## src/rtl/ks_pkg.sv

```systemverilog
package ks_pkg;

    localparam int WORD_W = 32;
    localparam int BYTE_W = 8;
    localparam int NBYTES = WORD_W / BYTE_W;
    localparam int RNUM_W = 4;
    localparam int REG_W  = 5;

    typedef logic [WORD_W-1:0] word_t;
    typedef logic [BYTE_W-1:0] byte_t;
    typedef logic [RNUM_W-1:0] rnum_t;
    typedef logic [REG_W-1:0]  regidx_t;

    localparam rnum_t RNUM_FINAL = 4'hA;

    // fixed fields of the instruction word
    localparam logic [1:0] F_TOP    = 2'b00;
    localparam logic [4:0] F_GROUP  = 5'b11000;
    localparam logic       F_SEL    = 1'b1;
    localparam logic [2:0] F_FUNCT3 = 3'b001;
    localparam logic [6:0] F_OPCODE = 7'b0010011;

    typedef struct packed {
        logic    valid;
        rnum_t   rnum;
        regidx_t rs1;
        regidx_t rd;
    } ks_dec_t;

    function automatic byte_t gf_xtime(byte_t a);
        return {a[6:0], 1'b0} ^ (a[7] ? 8'h1B : 8'h00);
    endfunction

    function automatic byte_t gf_mul(byte_t a, byte_t b);
        byte_t acc = '0;
        byte_t sh  = a;
        for (int i = 0; i < BYTE_W; i++) begin
            if (b[i]) acc = acc ^ sh;
            sh = gf_xtime(sh);
        end
        return acc;
    endfunction

    // x^254 in the field; maps zero to zero
    function automatic byte_t gf_inv(byte_t x);
        byte_t sq  = x;
        byte_t acc = 8'h01;
        for (int i = 1; i < BYTE_W; i++) begin
            sq  = gf_mul(sq, sq);
            acc = gf_mul(acc, sq);
        end
        return acc;
    endfunction

    function automatic byte_t rotl8(byte_t v, int n);
        return byte_t'((v << n) | (v >> (BYTE_W - n)));
    endfunction

    function automatic byte_t sbox_fwd(byte_t x);
        byte_t b = gf_inv(x);
        return b ^ rotl8(b, 1) ^ rotl8(b, 2) ^ rotl8(b, 3) ^ rotl8(b, 4) ^ 8'h63;
    endfunction

    function automatic word_t rcon_of(rnum_t r);
        byte_t c = 8'h01;
        for (int i = 0; i < 9; i++) begin
            if (i < int'(r)) c = gf_xtime(c);
        end
        return {{(WORD_W-BYTE_W){1'b0}}, c};
    endfunction

endpackage

```

## src/rtl/ks_insn_decode.sv

```systemverilog
module ks_insn_decode
    import ks_pkg::*;
#(
    parameter int XLEN = 64
) (
    input  logic [31:0] insn_i,
    output ks_dec_t     dec_o
);
    localparam bit WIDTH_OK = (XLEN == 2 * WORD_W);

    logic  fields_ok;
    rnum_t rnum;

    always_comb begin
        rnum      = insn_i[23:20];
        fields_ok = (insn_i[31:30] == F_TOP)
                 && (insn_i[29:25] == F_GROUP)
                 && (insn_i[24]    == F_SEL)
                 && (insn_i[14:12] == F_FUNCT3)
                 && (insn_i[6:0]   == F_OPCODE);
        dec_o.valid = WIDTH_OK && fields_ok && (rnum <= RNUM_FINAL);
        dec_o.rnum  = rnum;
        dec_o.rs1   = insn_i[19:15];
        dec_o.rd    = insn_i[11:7];
    end
endmodule

```

## src/rtl/ks_sbox_byte.sv

```systemverilog
module ks_sbox_byte
    import ks_pkg::*;
(
    input  byte_t in_i,
    output byte_t out_o
);
    always_comb begin
        out_o = sbox_fwd(in_i);
        AST_SBOX_NO_FIXED: assert ((out_o != in_i) && (out_o != ~in_i))
            else $error("sbox fixed point at %02h", in_i);
    end
endmodule

```

## src/rtl/ks_subword.sv

```systemverilog
module ks_subword
    import ks_pkg::*;
(
    input  word_t word_i,
    output word_t word_o
);
    for (genvar g = 0; g < NBYTES; g++) begin : g_lane
        ks_sbox_byte u_sbox (
            .in_i  (word_i[g*BYTE_W +: BYTE_W]),
            .out_o (word_o[g*BYTE_W +: BYTE_W])
        );
    end
endmodule

```

## src/rtl/ks_round_mix.sv

```systemverilog
module ks_round_mix
    import ks_pkg::*;
(
    input  rnum_t rnum_i,
    input  word_t sub_i,
    output word_t word_o
);
    word_t rotated;

    always_comb begin
        rotated = {sub_i[BYTE_W-1:0], sub_i[WORD_W-1:BYTE_W]};
        if (rnum_i == RNUM_FINAL) word_o = sub_i;
        else                      word_o = rotated ^ rcon_of(rnum_i);
    end
endmodule

```

## src/rtl/ks_step_unit.sv

```systemverilog
module ks_step_unit
    import ks_pkg::*;
#(
    parameter int XLEN = 64
) (
    input  logic [31:0]     insn_i,
    input  logic [XLEN-1:0] src_i,
    output logic            valid_o,
    output logic [4:0]      rs1_o,
    output logic [4:0]      rd_o,
    output logic [XLEN-1:0] result_o
);
    ks_dec_t dec;
    word_t   prev_w, sub_w, step_w;

    ks_insn_decode #(.XLEN(XLEN)) u_dec (
        .insn_i (insn_i),
        .dec_o  (dec)
    );

    if (XLEN == 2 * WORD_W) begin : g_wide
        assign prev_w = src_i[XLEN-1 -: WORD_W];
        always_comb result_o = dec.valid ? {step_w, step_w} : '0;
    end else begin : g_narrow
        logic unused_src;
        assign unused_src = ^src_i;
        assign prev_w     = '0;
        always_comb result_o = '0;
    end

    ks_subword u_sub (
        .word_i (prev_w),
        .word_o (sub_w)
    );

    ks_round_mix u_mix (
        .rnum_i (dec.rnum),
        .sub_i  (sub_w),
        .word_o (step_w)
    );

    always_comb begin
        valid_o = dec.valid;
        rs1_o   = dec.valid ? dec.rs1 : '0;
        rd_o    = dec.valid ? dec.rd  : '0;
    end

    always_comb begin
        if (valid_o) begin
            AST_RNUM_LEGAL: assert (dec.rnum <= RNUM_FINAL)
                else $error("accepted selector %0h", dec.rnum);
            if (dec.rnum != RNUM_FINAL) begin
                AST_ROTATED_UPPER: assert (result_o[31:8] == {sub_w[7:0], sub_w[31:16]})
                    else $error("rotation mismatch");
            end
        end else begin
            AST_ZERO_WHEN_INVALID: assert ((result_o == '0) && (rs1_o == '0) && (rd_o == '0))
                else $error("outputs not cleared");
        end
    end
endmodule

```

## config.mk

```make
export PLATFORM = sky130hd
export DESIGN_NAME = ks_step_unit
export DESIGN_NICKNAME = d
export VERILOG_FILES = /design/src/rtl/ks_pkg.sv /design/src/rtl/ks_insn_decode.sv /design/src/rtl/ks_sbox_byte.sv /design/src/rtl/ks_subword.sv /design/src/rtl/ks_round_mix.sv /design/src/rtl/ks_step_unit.sv
export SDC_FILE = /design/constraint.sdc
export NUM_CORES = 2
export LEC_CHECK = 0
export BUFFER_PORTS_ARGS = -buffer_cell sky130_fd_sc_hd__buf_2
export CAP_MARGIN = 20
export CORE_ASPECT_RATIO = 1.1
export CORE_MARGIN = 1
export CORE_UTILIZATION = 55
export DETAILED_ROUTE_END_ITERATION = 10
export PLACE_DENSITY = 0.79
export SLEW_MARGIN = 15
export SYNTH_ARGS = -nofsm -noshare
export SYNTH_HDL_FRONTEND = slang
export SYNTH_SLANG_ARGS = --single-unit
```

## constraint.sdc

```tcl
create_clock -name vclk -period 54.2
set_clock_uncertainty 0.2 [all_clocks]
set_input_delay 5.42 -clock vclk [all_inputs]
set_output_delay 5.42 -clock vclk [all_outputs]
set_load 0.01 [all_outputs]
```

==> metrics.md <==
| Metric | Value |
|---|---|
| Status | `finished clean` |
| Setup crit start kind | `input port` |
| Largest cells by area after synthesis | `xnor2_1 24%, xnor3_1 12%, nor2_1 6.9%, xor2_1 6.5%, nand2_1 6.1%` |
| Reg area | `0 um^2` |
| DRC viols | `0` |
| Max Cap Viol | `0` |
| # IOs | `~170` |
| Area leader, netlist | `xnor2_1` |
| Routed len/inst | `17.7 um` |
| Syn Inst Count | `7655` |
| Layout fillers | `9155` |
| Die ar. | `0.103 mm^2` |
| Final TNS setup | `0 ps` |
| Antenna violations before repair | `0` |
| Fin. max-slew vios | `0` |
| Top-count cell post-synth | `xnor2_1` |
| Critical Path End Type | `primary output` |
| Share of cells above drive strength 1 | `9.60%` |
| Crit share post-route | `55.2%` |
| Area Growth Syn to Fin | `3.30%` |
| Largest net degree at the start of global routing | `just over 40` |
| Initial core utilization | `between 50% and 60%` |
| Seq/Total Area, Yosys | `0%` |
| Core ar. | `0.101 mm^2` |
| Hold_buf cts | `0` |
| Synthesized area per cell | `7.30 um^2` |
| Mapped Area | `between 0.05 and 0.06 mm^2` |
| CTS resizes | `0` |
| RePlAce Congestion | `about 0.93` |
| Crit path top cell by count | `xnor3_1` |
| Die width | `306 um` |
| Critical Path AT | `24320 ps` |
| Drt pass-1 iters | `8` |
| Nets | `7588` |
| Vias per cell | `approximately 6` |
| M1 WL | `63400 um` |
| Util after Layout | `between 50% and 60%` |
| First-pass GRT wire length | `about 250000 um` |
| Via count | `~54000` |
| Routed wire length | `156000 um` |
| Sequential cells | `0` |
| # clk buffers | `0` |
| Footprint of the multi-input gates | `0.0534 mm^2` |
| Crit path largest cell delay | `810 ps` |
| Post-synth top area share | `24.3%` |
| Cell Rows | `approximately 120` |
| Vias in the first global route | `51100` |
| Worst Tran Pin Value | `1120 ps` |
| Max layer used | `met4` |
| Min-delay worst type | `in -> out` |
| Worst EP required | `approximately 49000 ps` |
| Count of final hold-check violations | `0` |
| Diode count | `0` |
| Remaining antenna violation count | `0` |
| Setup bufs post-CTS | `0` |
| RSZ-0062 raised after global routing | `false` |
| Initial DRC count | `between 5000 and 6000` |
| Setup violations, final | `0` |
| Fmax | `0.0334 GHz` |
| HPWL Detailed | `about 110000 um` |
| Top cells by count, synth | `1548 x xnor2_1, 1027 x nor2_1, 908 x nand2_1, 421 x a21oi_1, 415 x xor2_1` |
| Mapped Nets | `7772` |
| CP max FO | `26` |
| Total GRT Usage | `28.7%` |
| Cell count of the worst hold path | `3` |
| DIE HEIGHT | `336 um` |
| Post-synthesis cell type count | `about 110` |
| Synthesis warning total | `0` |
| WL met3 | `10500 um` |
| DR WL met2 | `77500 um` |
| Crit Path Class | `in -> out` |
| Final Critical Period | `between 20000 and 30000 ps` |
| Grt total ovfl | `0` |
| Relative max-transition margin | `about 25%` |
| CP max stage cell | `xor2_2` |
| # port buffers | `139` |
==> critical path, delay by kind of cell <==
family,cells,cell delay (ps)
compound gates,15,4050
xor+xnor,15,6070
fa+ha+maj,3,1490
buf+inv,5,1150
mux,5,1600
simple gates,12,4470
==> metrics by stage <==
| stage | setup WS [ps] | cells | hold slack (ps) | area, um^2 |
|---|---|---|---|---|
| 3_5_place_dp | 24250 | 8765 | 10930 | 57600 |
| 4_1_cts | 24180 | 8765 | 10930 | 57600 |
| 5_1_grt | 23150 | 8771 | 10950 | 57700 |
| 3_3_place_gp | 24520 | 8765 | 10920 | 57600 |
| 6_report | 24260 | 8771 | 10920 | 57700 |
| 2_1_floorplan | 27830 | 7655 | 10780 | 55900 |
==> layer usage <==
layer	track usage [%]	vias to the layer above
met1	36.6	25600
met2	51.6	2380
met4	9.70	0
met3	1.24	401
li1	-	25900
met5	0	-
==> layout make-up <==
class	instances	area share (%)
multi-input cells	7015	92.5
inverters	95	0.618
well taps	1302	2.82
repair buffers	359	4.07
==> logic make-up after synthesis <==
kind of cell    after synthesis  share of synthesized area, %
buf+inv                     640                          5.15
simple gates               2736                          21.3
compound gates             1550                          18.1
fa+ha+maj                    25                         0.542
mux                         216                          4.02
xor+xnor                   2488                          50.9
==> path summary, 6_finish.rpt <==
check / startpoint / to / slack [ps]
worst min-delay path: insn_i[19] / rs1_o[4] / 10920
worst max-delay path: src_i[47] / result_o[41] / 24260
==> cells in the final DEF (no fill, tap or decap), drive strengths merged, types with 60 or more instances in the layout <==
master,instances
xnor3,330
nor2b,72
xnor2,1652
xor2,450
a31oi,62
nand2,913
inv,85
nand3,184
o211ai,60
a21oi,422
nor2,1030
o21ai,355
a211oi,91
buf,358
nor3,213
mux2i,179
o22ai,98
Power is not shown: default switching activity piles up to over one toggle a cycle in this logic, so the estimate is an artifact.
